--- src/rtl/sdcf_pkg.sv ---
package sdcf_pkg;

  localparam logic [7:0] FILL_BYTE  = 8'hFF;
  localparam logic [7:0] START_BITS = 8'h40;
  localparam logic [7:0] CRC_PLAIN  = 8'h95;
  localparam logic [7:0] CRC_IFCOND = 8'h87;
  localparam logic [5:0] IDX_IFCOND = 6'd8;
  localparam logic [5:0] IDX_OPCOND = 6'd58;
  localparam int         FRAME_LEN  = 6;
  localparam int         TRAIL_LEN  = 4;

  typedef enum logic [0:0] {TX_FILL = 1'b0, TX_FRAME = 1'b1} txSel_e;

  // Strobes sent from control to datapath each cycle
  typedef struct packed {
    logic   loadReq;
    logic   sendByte;
    txSel_e txSel;
    logic   clrIdx;
    logic   incIdx;
    logic   clrPoll;
    logic   incPoll;
    logic   captureStatus;
    logic   shiftTrail;
    logic   markTimeout;
  } dpStrobe_t;

endpackage

--- src/rtl/sdcf_datapath.sv ---
module sdcf_datapath
  import sdcf_pkg::*;
#(
  parameter int MAX_POLL = 5000,
  parameter int CMD_W    = 6,
  parameter int ARG_W    = 32
) (
  input  logic             clk,
  input  logic             rstN,
  input  dpStrobe_t        stb,
  input  logic [CMD_W-1:0] reqCmd,
  input  logic [ARG_W-1:0] reqArg,
  input  logic             reqHold,
  input  logic [7:0]       xferRx,
  output logic             xferStart,
  output logic [7:0]       xferTx,
  output logic [7:0]       rspStatus,
  output logic [ARG_W-1:0] rspWord,
  output logic             rspTimeout,
  output logic             frameLast,
  output logic             trailLast,
  output logic             pollLast,
  output logic             needTrail,
  output logic             holdSel,
  output logic             rxTopClear
);

  localparam int POLL_W  = $clog2(MAX_POLL + 1);
  localparam int IDX_W   = $clog2(FRAME_LEN);
  localparam int ARG_BYTES = ARG_W / 8;

  logic [CMD_W-1:0]  cmdReg;
  logic [ARG_W-1:0]  argReg;
  logic              holdReg;
  logic [IDX_W-1:0]  idx;
  logic [POLL_W-1:0] pollCnt;
  logic [7:0]        startReg;
  logic [7:0]        frameByte;

  // Frame byte selection: start byte, argument bytes high first, CRC byte
  always_comb begin
    frameByte = FILL_BYTE;
    if (idx == '0) begin
      frameByte = START_BITS | 8'(cmdReg);
    end else if (int'(idx) == FRAME_LEN - 1) begin
      frameByte = (cmdReg == IDX_IFCOND) ? CRC_IFCOND : CRC_PLAIN;
    end else begin
      for (int b = 1; b <= ARG_BYTES; b++) begin
        if (int'(idx) == b) frameByte = argReg[8*(ARG_BYTES-b) +: 8];
      end
    end
  end

  always_ff @(posedge clk or negedge rstN) begin
    if (!rstN) begin
      cmdReg   <= '0;
      argReg   <= '0;
      holdReg  <= 1'b0;
    end else if (stb.loadReq) begin
      cmdReg   <= reqCmd;
      argReg   <= reqArg;
      holdReg  <= reqHold;
    end
  end

  always_ff @(posedge clk or negedge rstN) begin
    if (!rstN) begin
      idx <= '0;
    end else if (stb.clrIdx) begin
      idx <= '0;
    end else if (stb.incIdx) begin
      idx <= idx + 1'b1;
    end
  end

  always_ff @(posedge clk or negedge rstN) begin
    if (!rstN) begin
      pollCnt <= '0;
    end else if (stb.clrPoll) begin
      pollCnt <= '0;
    end else if (stb.incPoll) begin
      pollCnt <= pollCnt + 1'b1;
    end
  end

  // Byte exchange launch: strobe and byte registered together
  always_ff @(posedge clk or negedge rstN) begin
    if (!rstN) begin
      startReg  <= FILL_BYTE;
      xferStart <= 1'b0;
    end else begin
      xferStart <= stb.sendByte;
      if (stb.sendByte) begin
        startReg <= (stb.txSel == TX_FRAME) ? frameByte : FILL_BYTE;
      end
    end
  end

  assign xferTx = startReg;

  // Result registers
  always_ff @(posedge clk or negedge rstN) begin
    if (!rstN) begin
      rspStatus  <= FILL_BYTE;
      rspWord    <= '0;
      rspTimeout <= 1'b0;
    end else if (stb.loadReq) begin
      rspStatus  <= FILL_BYTE;
      rspWord    <= '0;
      rspTimeout <= 1'b0;
    end else begin
      if (stb.captureStatus) rspStatus <= xferRx;
      if (stb.shiftTrail)    rspWord   <= {rspWord[ARG_W-9:0], xferRx};
      if (stb.markTimeout)   rspTimeout <= 1'b1;
    end
  end

  assign frameLast  = (int'(idx) == FRAME_LEN - 1);
  assign trailLast  = (int'(idx) == TRAIL_LEN - 1);
  assign pollLast   = (pollCnt == POLL_W'(MAX_POLL - 1));
  assign needTrail  = (cmdReg == IDX_IFCOND) || (cmdReg == IDX_OPCOND);
  assign holdSel    = holdReg;
  assign rxTopClear = !xferRx[7];


  // poll_bound_chk
  poll_bound_chk: assert property (@(posedge clk) disable iff (!rstN)
    pollCnt < POLL_W'(MAX_POLL));


  // start_gap_chk
  start_gap_chk: assert property (@(posedge clk) disable iff (!rstN)
    xferStart |=> !xferStart);

endmodule

--- src/rtl/sdcf_ctrl.sv ---
module sdcf_ctrl
  import sdcf_pkg::*;
(
  input  logic      clk,
  input  logic      rstN,
  input  logic      reqValid,
  input  logic      xferDone,
  input  logic      frameLast,
  input  logic      trailLast,
  input  logic      pollLast,
  input  logic      needTrail,
  input  logic      holdSel,
  input  logic      rxTopClear,
  output dpStrobe_t stb,
  output logic      reqReady,
  output logic      rspValid,
  output logic      csN
);

  typedef enum logic [3:0] {
    S_IDLE, S_LEAD, S_LEAD_W, S_FRAME, S_FRAME_W, S_POLL, S_POLL_W,
    S_TRAIL, S_TRAIL_W, S_TAIL, S_TAIL_W, S_REPORT
  } state_e;

  state_e state, nextState;
  logic   csNext;

  always_comb begin
    stb       = '0;
    stb.txSel = TX_FILL;
    nextState = state;
    csNext    = csN;
    case (state)
      S_IDLE: begin
        if (reqValid) begin
          stb.loadReq = 1'b1;
          csNext      = 1'b0;
          nextState   = S_LEAD;
        end
      end
      S_LEAD: begin
        stb.sendByte = 1'b1;
        nextState    = S_LEAD_W;
      end
      S_LEAD_W: begin
        if (xferDone) begin
          stb.clrIdx = 1'b1;
          nextState  = S_FRAME;
        end
      end
      S_FRAME: begin
        stb.sendByte = 1'b1;
        stb.txSel    = TX_FRAME;
        nextState    = S_FRAME_W;
      end
      S_FRAME_W: begin
        if (xferDone) begin
          if (frameLast) begin
            stb.clrPoll = 1'b1;
            nextState   = S_POLL;
          end else begin
            stb.incIdx = 1'b1;
            nextState  = S_FRAME;
          end
        end
      end
      S_POLL: begin
        stb.sendByte = 1'b1;
        nextState    = S_POLL_W;
      end
      S_POLL_W: begin
        if (xferDone) begin
          if (rxTopClear) begin
            stb.captureStatus = 1'b1;
            if (needTrail) begin
              stb.clrIdx = 1'b1;
              nextState  = S_TRAIL;
            end else if (holdSel) begin
              nextState = S_REPORT;
            end else begin
              csNext    = 1'b1;
              nextState = S_TAIL;
            end
          end else if (pollLast) begin
            stb.markTimeout = 1'b1;
            csNext          = 1'b1;
            nextState       = S_TAIL;
          end else begin
            stb.incPoll = 1'b1;
            nextState   = S_POLL;
          end
        end
      end
      S_TRAIL: begin
        stb.sendByte = 1'b1;
        nextState    = S_TRAIL_W;
      end
      S_TRAIL_W: begin
        if (xferDone) begin
          stb.shiftTrail = 1'b1;
          if (!trailLast) begin
            stb.incIdx = 1'b1;
            nextState  = S_TRAIL;
          end else if (holdSel) begin
            nextState = S_REPORT;
          end else begin
            csNext    = 1'b1;
            nextState = S_TAIL;
          end
        end
      end
      S_TAIL: begin
        stb.sendByte = 1'b1;
        nextState    = S_TAIL_W;
      end
      S_TAIL_W: begin
        if (xferDone) nextState = S_REPORT;
      end
      S_REPORT: nextState = S_IDLE;
      default:  nextState = S_IDLE;
    endcase
  end

  always_ff @(posedge clk or negedge rstN) begin
    if (!rstN) begin
      state <= S_IDLE;
      csN   <= 1'b1;
    end else begin
      state <= nextState;
      csN   <= csNext;
    end
  end

  assign reqReady = (state == S_IDLE);
  assign rspValid = (state == S_REPORT);


  // lead_select_chk
  lead_select_chk: assert property (@(posedge clk) disable iff (!rstN)
    (reqReady && reqValid) |=> !csN);


  // report_pulse_chk
  report_pulse_chk: assert property (@(posedge clk) disable iff (!rstN)
    rspValid |=> (reqReady && !rspValid));


  // tail_raised_chk
  tail_raised_chk: assert property (@(posedge clk) disable iff (!rstN)
    (state == S_TAIL) |-> csN);

endmodule

--- src/rtl/sdcf_engine.sv ---
module sdcf_engine
  import sdcf_pkg::*;
#(
  parameter int MAX_POLL = 5000,
  parameter int CMD_W    = 6,
  parameter int ARG_W    = 32
) (
  input  logic             clk,
  input  logic             rstN,
  input  logic             reqValid,
  output logic             reqReady,
  input  logic [CMD_W-1:0] reqCmd,
  input  logic [ARG_W-1:0] reqArg,
  input  logic             reqHold,
  output logic             csN,
  output logic             xferStart,
  output logic [7:0]       xferTx,
  input  logic [7:0]       xferRx,
  input  logic             xferDone,
  output logic             rspValid,
  output logic [7:0]       rspStatus,
  output logic [ARG_W-1:0] rspWord,
  output logic             rspTimeout
);

  dpStrobe_t stb;
  logic frameLast, trailLast, pollLast, needTrail, holdSel, rxTopClear;

  sdcf_ctrl u_ctrl (
    .clk        (clk),
    .rstN       (rstN),
    .reqValid   (reqValid),
    .xferDone   (xferDone),
    .frameLast  (frameLast),
    .trailLast  (trailLast),
    .pollLast   (pollLast),
    .needTrail  (needTrail),
    .holdSel    (holdSel),
    .rxTopClear (rxTopClear),
    .stb        (stb),
    .reqReady   (reqReady),
    .rspValid   (rspValid),
    .csN        (csN)
  );

  sdcf_datapath #(
    .MAX_POLL (MAX_POLL),
    .CMD_W    (CMD_W),
    .ARG_W    (ARG_W)
  ) u_dp (
    .clk        (clk),
    .rstN       (rstN),
    .stb        (stb),
    .reqCmd     (reqCmd),
    .reqArg     (reqArg),
    .reqHold    (reqHold),
    .xferRx     (xferRx),
    .xferStart  (xferStart),
    .xferTx     (xferTx),
    .rspStatus  (rspStatus),
    .rspWord    (rspWord),
    .rspTimeout (rspTimeout),
    .frameLast  (frameLast),
    .trailLast  (trailLast),
    .pollLast   (pollLast),
    .needTrail  (needTrail),
    .holdSel    (holdSel),
    .rxTopClear (rxTopClear)
  );


  // timeout_release_chk
  timeout_release_chk: assert property (@(posedge clk) disable iff (!rstN)
    (rspValid && rspTimeout) |-> csN);


  // status_top_chk
  status_top_chk: assert property (@(posedge clk) disable iff (!rstN)
    (rspValid && !rspTimeout) |-> !rspStatus[7]);


  // idle_quiet_chk
  idle_quiet_chk: assert property (@(posedge clk) disable iff (!rstN)
    reqReady |-> (!xferStart && !rspValid));

endmodule

--- config.mk ---
export PLATFORM = sky130hd
export DESIGN_NAME = sdcf_engine
export DESIGN_NICKNAME = d
export VERILOG_FILES = /design/src/rtl/sdcf_pkg.sv /design/src/rtl/sdcf_datapath.sv /design/src/rtl/sdcf_ctrl.sv /design/src/rtl/sdcf_engine.sv
export SDC_FILE = /design/constraint.sdc
export NUM_CORES = 1
export LEC_CHECK = 0
export BUFFER_PORTS_ARGS = -buffer_cell sky130_fd_sc_hd__buf_4
export CAP_MARGIN = 20
export CORE_MARGIN = 3
export CORE_UTILIZATION = 50
export CTS_CLUSTER_DIAMETER = 200
export DETAILED_ROUTE_END_ITERATION = 10
export PLACE_DENSITY = 0.71
export RECOVER_POWER = 50
export SLEW_MARGIN = 20
export SYNTH_ARGS = -nofsm -noshare
export SYNTH_HDL_FRONTEND = slang
export SYNTH_SLANG_ARGS = --single-unit
export TNS_END_PERCENT = 1
--- constraint.sdc ---
create_clock -name clk -period 4.3 [get_ports clk]
set_input_delay 0.86 -clock clk [delete_from_list [all_inputs] [get_ports clk]]
set_output_delay 0.86 -clock clk [all_outputs]
set_load 0.02 [all_outputs]
==> impl_results.md, run 1 <==
* GP Congestion at between 0.8 and 0.9
* N_diodes at 0
* Unique cell type count in the Yosys netlist at between 50 and 60
* Max-Cap Viols at 1
* CP required at ~4600 ps
* Critical path capture point type: async pin
* Mapped Avg Cell Area at between 8 and 9 um2
* Mapped Nets at about 670
* DIE HEIGHT at approximately 110 um
* Area growth syn-to-layout at 16.98%
* Most used flip-flop cell after synthesis: dfrtp_1
* Hold_buf cts at 0
* Sw frac at 0.4083
* Post-Place Cells at approximately 810
* Vias per cell at between 5 and 6
* GR Util All Layers at 0.2235
* VDD IR max at 0.0002834 V
* CP max stage delay at around 1200 ps
* Total gr overflow at 0
* Clock Skews at between 10 and 15 ps
* I/O pin count at roughly 100
* FF+latch area at 2774 um2
* Die area at roughly 12,000 um2
* Initial DRC count at between 200 and 250
* Leak Pwr at 2.813 nW
* EDFF count, synth at 0
* CTS buffer count at 9
* CP Class: primary input to async pin
* PortBufs at between 100 and 150
* First-pass DRT Iterations at 4
* CTS tree: built
* Post-synth ARST share at 1.000
* Startpoint types: primary input
* Worst Hold Class: register to register
* Crit path max-delay family: buffers and inverters
* Multi-input logic area at 2321 um2
* Crit-path cells: clkbuf_2, clkbuf_1
* DP HPWL at around 8900 um
* CP max FO at 68
* Clock Tree Root: clkbuf_8
* Outcome: complete, but fails checks
* Post-route ant nets at 0
* Largest net degree at the start of global routing at between 60 and 70
* WL/cell at ~15 um
* Fillers at slightly above 900
* RSZ-0062 raised after global routing: false
* Worst slew margin at -0.1179
* Share of layout cells above drive strength 1 at 0.1902
* CP max stage cell: clkbuf_2
* Clock power share at 0.172
* DRC at 0
* Failing checks: capacitance limit, slew limit
* P_sw at 1.448 mW
* Max frequency at 0.3572 GHz
* H-Tree Depth at 3
* Post-layout net count at approximately 750
* Placement row count at 36
* Slew @ Worst Pin at about 1700 ps
* First-pass GRT wire length at about 21,000 um
* Synth Cell Area at around 5300 um2
* Sequential area share after synthesis at 0.5228
* CP arrival at around 3100 ps
* Fin crit share at 0.6510
* Setup TNS at 0 ps
* Fin. Hold Viols at 0
* Vias in the first global route at 4,295
* Post-CTS sizing at 0
* #FFs+latches synth at between 100 and 150
* CTS Buffer Depth at 2
* Commonest non-fill, non-tap cell in the layout: nand2_1
* Final std cells w/o fill at 827
* Routed via count at approximately 4,500
* Min Tclk post-route at ~2800 ps
* Slew Viols, Final at 69
* CTS sink count at 110
* Synth Instances at 608
* Starting Density at 0.5283
* Die X at roughly 110 um
* Endpoints failing setup at 0
* Internal power at between 2 and 2.5 mW
* Core footprint at ~10,000 um2
* Sequential share of power at 0.458
* Post-CTS Setup Repair Bufs at 0
* Clk slew on worst S/H paths at approximately 100 ps
* WP buf/inv at 2
* Initial antenna violation count at 0
* Comb pwr share at 0.370
* Cell Pwr Density at 571.5 nW/um2
* Yosys warning total at 0
* Most frequent cells in the layout: nand2_1 (205), dfrtp_1 (93), buf_4 (80)
* Worst skew pair latency at around 380 ps
* Detailed Route WL at around 13,000 um
==> sequential cells by signal, summed over array words and instances (netlist names) <==
signal,count
u_dp.rspWord,32
u_dp.pollCnt,13
u_dp.rspTimeout,1
u_dp.holdSel,1
u_dp.rspStatus,8
u_dp.xferStart,1
u_dp.cmdReg,6
u_ctrl.csN,1
u_dp.idx,3
u_dp.xferTx,8
u_ctrl.state,4
u_dp.argReg,32
==> area by class of cell <==
| cell class | instances | share of cell area |
|---|---|---|
| repair buffers | 107 | 0.1133 |
| inverters | 14 | 0.008466 |
| multi-input cells | 447 | 0.3739 |
| flip-flops and latches | 110 | 0.4469 |
| clock inverters | 7 | 0.01068 |
| clock buffers | 9 | 0.01996 |
| well taps | 133 | 0.02681 |
==> power by group through the flow <==
stage	sequential [mW]	clock (mW)	combinational [mW]
6_report	1.62	0.609	1.31
2_1_floorplan	1.62	0	0.919
4_1_cts	1.62	0.617	1.33
5_1_grt	1.66	0.658	1.47
3_5_place_dp	1.63	0	1.33
3_3_place_gp	1.63	0	1.30
==> worst paths after layout <==
path	endpoint	slack (ps)	cells past startpoint	start
min	u_dp.rspStatus[7]	470	2	u_dp.rspStatus[7]
max	u_dp.rspTimeout	1500	2	rstN
min reg2reg	u_dp.rspStatus[7]	470	2	u_dp.rspStatus[7]
max reg2reg	u_dp.xferTx[1]	1720	6	u_dp.idx[2]
max in group clk	u_dp.xferTx[1]	1720	6	u_dp.idx[2]
min in group asynchronous	u_dp.pollCnt[12]	910	1	rstN
==> synth_stat cells, drive strengths merged, types with 2 or more instances <==
cell	number	area (um2)
dfrtp	93	2327
dfstp	17	446.7
a21oi	41	205.2
a221o	3	30.03
or3	3	18.77
nand4	4	31.28
and2	6	38.79
nand2b	9	56.30
a22o	2	17.52
a221oi	2	17.52
a2111oi	2	17.52
a31oi	5	31.28
xnor2	8	70.07
a211oi	7	52.55
o21ai	22	110.1
inv	14	52.55
nor3	11	60.06
ha	6	75.07
nor2	36	135.1
nor3b	6	45.04
o211ai	3	22.52
or2	2	12.51
nor4	8	87.58
nand2	206	775.8
clkbuf	19	71.32
xor2	3	26.28
o22a	3	26.28
and3	2	12.51
nand3	17	90.09
buf	18	96.34
o22ai	9	56.30
mux2i	2	20.02
o21a	5	37.54
==> routing by layer <==
metal | track usage | wire [um] | vias to the layer above | share of wire
li1 | - | - | 2194 | -
met1 | 0.3163 | 5704 | 2200 | 0.45
met2 | 0.3627 | 6169 | 138 | 0.48
met3 | 0.02960 | 736 | 16 | 0.058
met4 | 0.06312 | 164 | 0 | 0.013
met5 | 0 | 0 | - | 0
==> through the flow <==
| step | instance area (um2) | util | worst slack, ps | hold slack (ps) | total power [mW] |
|---|---|---|---|---|---|
| finish | 6207 | 0.6180 | 1500 | 471.9 | 3.547 |
| global route | 6207 | 0.6180 | 971.1 | 481.4 | 3.794 |
| CTS | 6302 | 0.6274 | 1746 | 471.1 | 3.568 |
| detailed placement | 6112 | 0.6085 | 1753 | 454.8 | 2.962 |
| global placement | 6112 | 0.6085 | 1837 | 450.8 | 2.927 |
| floorplan | 5306 | - | 2374 | 436.9 | 2.536 |
==> logic make-up (layout without fill, tap and decap cells) <==
family / count (synthesis) / after routing / synth area share
AOI/OAI and AO/OA: 111 / 111 / 0.1290
and+or+nand+nor: 316 / 316 / 0.2686
buffers and inverters: 51 / 137 / 0.04150
muxes: 3 / 3 / 0.005895
adders and majority gates: 6 / 6 / 0.01415
DFF: 110 / 110 / 0.5228
xor gates and xnor gates: 11 / 11 / 0.01816
(Power assumes the default switching activity.)
==> run 2: changes to the inputs <==
- clock period: 4.3 -> 2.9 ns (I/O delays scaled with it)
==> impl_results.md, run 2 (synthesis gave the netlist of run 1 again) <==
* CP max stage cell: dfrtp_1
* Die area at 11,880 um2
* Top flop regs: u_dp.argReg (32), u_dp.rspWord (32), u_dp.pollCnt (13)
* Post-Place Cells at about 810
* First-pass DRT Iterations at 5
* CTS Buffer Depth at 2
* DRC at 0
* GR Util All Layers at 0.2236
* DIE HEIGHT at approximately 110 um
* Die X at 109.0 um
* Setup TNS at 0 ps
* CP required at 3200 ps
* Fillers at approximately 910
* Clk slew on worst S/H paths at 100 ps
* Clock Tree Root: clkbuf_8
* Detailed Route WL at 12,790 um
* Outcome: complete, but fails checks
* CP max FO at 13
* Post-route ant nets at 0
* CTS tree: built
* Most frequent cells in the layout: nand2_1 (205), dfrtp_1 (93), buf_4 (80)
* Multi-input logic area at 2316 um2
* Critical path capture point type: register
* Initial antenna violation count at 0
* RSZ-0062 raised after global routing: false
* Worst skew pair latency at 380 ps
* Routed via count at 4,472
* Initial DRC count at approximately 260
* H-Tree Depth at 3
* CP max stage delay at around 610 ps
* CP Class: register to register
* Hold_buf cts at 0
* FF+latch area at between 2000 and 3000 um2
* PortBufs at around 100
* Placement row count at 36
* CP arrival at between 2000 and 3000 ps
* First-pass GRT wire length at ~21,000 um
* WL/cell at between 15 and 20 um
* Starting Density at 0.5283
* Min Tclk post-route at between 2000 and 2500 ps
* N_diodes at 0
* Max frequency at ~0.43 GHz
* Post-CTS sizing at 0
* Endpoints failing setup at 0
* Share of layout cells above drive strength 1 at 0.1902
* Fin. Hold Viols at 0
* Worst Hold Class: primary input to register
* VDD IR max at approximately 0.00042 V
* Slew @ Worst Pin at 1640 ps
* Area growth syn-to-layout at 17.14%
* Core footprint at ~10,000 um2
* I/O pin count at approximately 100
* Startpoint types: register
* Total gr overflow at 0
* Post-layout net count at between 700 and 800
* Final Total Pwr at between 5 and 6 mW
* Final std cells w/o fill at approximately 830
* Slew Viols, Final at 31
* Final core utilization at 0.6188
* Clock Skews at between 8 and 9 ps
* Failing checks: capacitance limit, slew limit
* Leak Pwr at around 2.8 nW
* Commonest non-fill, non-tap cell in the layout: nand2_1
* Vias in the first global route at roughly 4,400
* CTS buffer count at 9
* Largest net degree at the start of global routing at 81
* GP Congestion at ~0.92
* Post-CTS Setup Repair Bufs at 0
* Worst slew margin at -0.09325
* DP HPWL at between 8000 and 9000 um
* CTS sink count at 110
* Crit-path cells: inv_1, ha_1, nor2_1, o21ai_0, a2111oi_0, nor3_1
* Fin crit share at 0.8078
* Max-Cap Viols at 1
* Cell Pwr Density at 845.1 nW/um2
* Vias per cell at roughly 5.4
-- run 2: critical path, delay by kind of cell, from the launching register on --
| family | cells | cell delay, ps |
|---|---|---|
| AOI/OAI and AO/OA | 2 | 570 |
| adders and majority gates | 1 | 400 |
| buffers and inverters | 1 | 230 |
| DFF | 1 | 610 |
| and+or+nand+nor | 2 | 460 |
-- run 2: final timing paths --
kind,startpoint,end,slack (ps),cells past startpoint
hold reg to reg,u_dp.rspStatus[7],u_dp.rspStatus[7],470,2
hold / removal,reqArg[31],u_dp.argReg[31],380,3
max in group asynchronous,rstN,u_dp.xferTx[7],1130,2
setup / recovery,u_dp.idx[2],u_dp.xferTx[1],560,6
min in group asynchronous,rstN,u_dp.pollCnt[12],600,1
setup reg to reg,u_dp.idx[2],u_dp.xferTx[1],560,6
-- run 2: through the flow --
stage | area [um2] | worst slack [ps] | hold slack (ps)
floorplan | 5306 | 1003 | 284.4
global placement | 6137 | 727.4 | 448.6
detailed placement | 6137 | 612.1 | 452.0
CTS | 6310 | 610.8 | 118.3
global route | 6216 | 248.3 | 374.2
finish | 6216 | 557.2 | 383.0
-- run 2: final cells by class --
type,instances,area share
repair buffers,107,0.1182
clock inverters,6,0.007246
well taps,133,0.02677
clock buffers,10,0.02053
multi-input cells,447,0.3726
flip-flops and latches,110,0.4463
inverters,14,0.008454
-- run 2: layer usage --
layer  share of wire  GRT usage
met3           0.042    0.03316
met4           0.019    0.08296
met5               0          0
met1            0.45     0.3083
met2            0.49     0.3592
-- run 2: report_power, final --
group | leakage, nW | switching (mW) | total (mW) | internal, mW
logic | 1.33 | 1.20 | 1.98 | 0.777
clock network | 0.0793 | 0.542 | 0.860 | 0.318
registers | 1.40 | 0.394 | 2.42 | 2.02
==> run 3: changes to the inputs <==
- ABC_AREA: unset -> 1
- PLACE_DENSITY: 0.71 -> 0.74
- clock period: 2.9 -> 2.05 ns (I/O delays scaled with it)
==> impl_results.md, run 3 <==
* Final Total Pwr at 8.052 mW
* Setup slack after layout at between 150 and 200 ps
* First-pass DRT Iterations at 5
* CP max stage delay at 420 ps
* Fin crit share at 0.9198
* Area growth syn-to-layout at 18.71%
* R2r setup slk at around 160 ps
* PortBufs at 103
* Largest net degree at the start of global routing at 111
* Routed via count at about 4,800
* CP max stage cell: dfrtp_1
* Startpoint types: register
* Cell area after layout at about 6400 um2
* Worst slew margin at 0.03026
* EDFF count, synth at 0
* Slew @ Worst Pin at 1455 ps
* Post-layout net count at 836
* Total gr overflow at 0
* CTS tree: built
* Fin. Hold Viols at 0
* Unique cell type count in the Yosys netlist at 33
* Critical path capture point type: register
* Die area at approximately 12,000 um2
* Commonest non-fill, non-tap cell in the layout: nand2_1
* Reg2reg end: u_dp.xferTx[2]
* N_diodes at 0
* Synth Instances at around 680
* CP arrival at ~2200 ps
* Endpoints failing setup at 0
* Clock Tree Root: clkbuf_8
* Initial DRC count at 370
* Worst skew pair latency at 370 ps
* I/O pin count at 104
* Outcome: complete, no violations
* FF+latch area at approximately 2800 um2
* Max frequency at ~0.53 GHz
* Setup TNS at 0 ps
* Core footprint at ~10,000 um2
* CTS buffer count at 9
* Synth Cell Area at approximately 5400 um2
* Post-synth ARST share at 1.000
* Hold_buf cts at 0
* Clk slew on worst S/H paths at 110 ps
* Initial antenna violation count at 0
* Placement row count at 37
* Most frequent cells in the layout: nand2_1 (205), dfrtp_1 (93), buf_4 (85)
* CP required at 2350 ps
* RSZ-0062 raised after global routing: false
* GP Congestion at 0.9032
* CP max FO at 9
* Vias per cell at between 5 and 6
* GR Util All Layers at 0.2249
* Mapped Avg Cell Area at 7.971 um2
* CP Class: register to register
* Post-route ant nets at 0
* Crit-path cells: ha_1, ha_1, inv_1, buf_4, nor2_1, nor2_1, nand2_1, nand2_1, nand2_1, a21boi_0
* Vias in the first global route at between 4,000 and 5,000
* Placed cell area at about 6300 um2
* Min Tclk post-route at 1886 ps
* DRC at 0
* Fillers at 972
* Synth top cells by count: nand2_1 (205), dfrtp_1 (93), inv_1 (84), o21ai_0 (60), nand3_1 (56)
* Detailed Route WL at 13,090 um
* CP Launch Point: u_dp.idx[0]
* WL/cell at between 10 and 15 um
* DIE HEIGHT at between 100 and 150 um
* DP HPWL at approximately 9600 um
* Hold Path Stages at 3
* Worst slack, placed at approximately 180 ps
* CTS Buffer Depth at 2
* Mapped Nets at around 730
* Cell count of the worst reg-to-reg path at 10
* Area leader, netlist: dfrtp_1
* Clock Skews at around 14 ps
* Starting Density at 0.5181
* VDD IR max at ~0.00049 V
* CP most frequent cell: nand2_1
* Share of layout cells above drive strength 1 at 0.1875
* Top flop regs: u_dp.argReg (32), u_dp.rspWord (32), u_dp.pollCnt (13)
* Top cell type's share of synthesized area at 0.4313
* Max-Cap Viols at 0
* Most used flip-flop cell after synthesis: dfrtp_1
* Multi-input logic area at between 2000 and 2500 um2
* Dominant cell by count in the synthesized netlist: nand2_1
* Top post-synthesis cells by area: dfrtp_1 (43%), nand2_1 (14%), dfstp_2 (8.3%)
* Die X at 109.9 um
* H-Tree Depth at 3
* Worst Setup EP: u_dp.xferTx[2]
* First-pass GRT wire length at 21,510 um
* Cell Pwr Density at roughly 1300 nW/um2
* Reg-to-Reg Start: u_dp.idx[0]
* Leak Pwr at 3.223 nW
* CTS sink count at 110
* Hold_ws at between 200 and 250 ps
* #FFs+latches synth at between 100 and 150
* Slew Viols, Final at 0
* Yosys warning total at 0
* Worst Hold Class: primary input to register
* Sequential area share after synthesis at 0.5140
-- run 3: cell types whose count changed after synthesis, sizes merged, moves of 9 or more --
| cell | before | now |
|---|---|---|
| inv | 14 | 88 |
| nand3 | 17 | 57 |
| o21ai | 22 | 61 |
| a21oi | 41 | 20 |
| clkbuf | 19 | 4 |
| nand2b | 9 | 0 |
| o22ai | 9 | 18 |
-- run 3: where the power goes --
group          switching (mW)  leakage [nW]  internal, mW
logic                    2.15          1.74          1.18
clock network           0.774        0.0911         0.467
registers               0.507          1.39          2.98
-- run 3: area by class of cell --
| class | count | area share |
|---|---|---|
| Tap cell | 136 | 0.02656 |
| Multi-Input combinational cell | 456 | 0.3404 |
| Sequential cell | 110 | 0.4330 |
| Timing Repair Buffer | 113 | 0.1197 |
| Clock inverter | 6 | 0.008203 |
| Clock buffer | 10 | 0.01992 |
| Inverter | 89 | 0.05215 |
-- run 3: worst min-delay path by stage --
| stage | start | end | slack [ps] |
|---|---|---|---|
| 2_1_floorplan | rstN | u_ctrl.state[0] | 110 |
| 3_3_place_gp | u_dp.rspStatus[7] | u_dp.rspStatus[7] | 450 |
| 3_5_place_dp | u_dp.argReg[23] | u_dp.argReg[23] | 470 |
| 4_1_cts | rstN | u_dp.argReg[21] | 120 |
| 5_1_grt | reqCmd[4] | u_dp.cmdReg[4] | 200 |
| 6_report | reqArg[17] | u_dp.argReg[17] | 220 |
-- run 3: timing repair --
action,4_1_cts,5_1_grt
resized for setup,0,1
endpoints found under the setup margin,0,2
endpoints found under the hold margin,0,0
setup buffers,0,0
-- run 3: cells by family (layout without fill, tap and decap cells) --
| group | Yosys count | in the layout | synth area share |
|---|---|---|---|
| simple gates | 334 | 334 | 0.2676 |
| xor+xnor | 7 | 7 | 0.01136 |
| buf+inv | 111 | 218 | 0.08231 |
| compound gates | 109 | 109 | 0.1108 |
| fa+ha+maj | 6 | 6 | 0.01391 |
| flops | 110 | 110 | 0.5140 |
-- run 3: metal layers --
| metal | part of all wire | up-vias | track usage | wire length (um) |
|---|---|---|---|---|
| li1 | - | 2362 | - | - |
| met3 | 0.054 | 25 | 0.03993 | 707 |
| met5 | 0 | - | 0 | 0 |
| met2 | 0.49 | 134 | 0.3653 | 6355 |
| met4 | 0.027 | 0 | 0.08816 | 352 |
| met1 | 0.43 | 2237 | 0.2995 | 5675 |
-- run 3: critical path: cells and delay by family, from the launching register on --
kind            cells  cell delay [ps]
flops               1              420
fa+ha+maj           2              470
compound gates      1              150
buf+inv             2              480
simple gates        5              300
-- run 3: metrics by stage --
step / util / cells
floorplan: - / 677
global placement: 0.6077 / 904
detailed placement: 0.6077 / 904
CTS: 0.6250 / 920
global route: 0.6150 / 920
finish: 0.6150 / 920
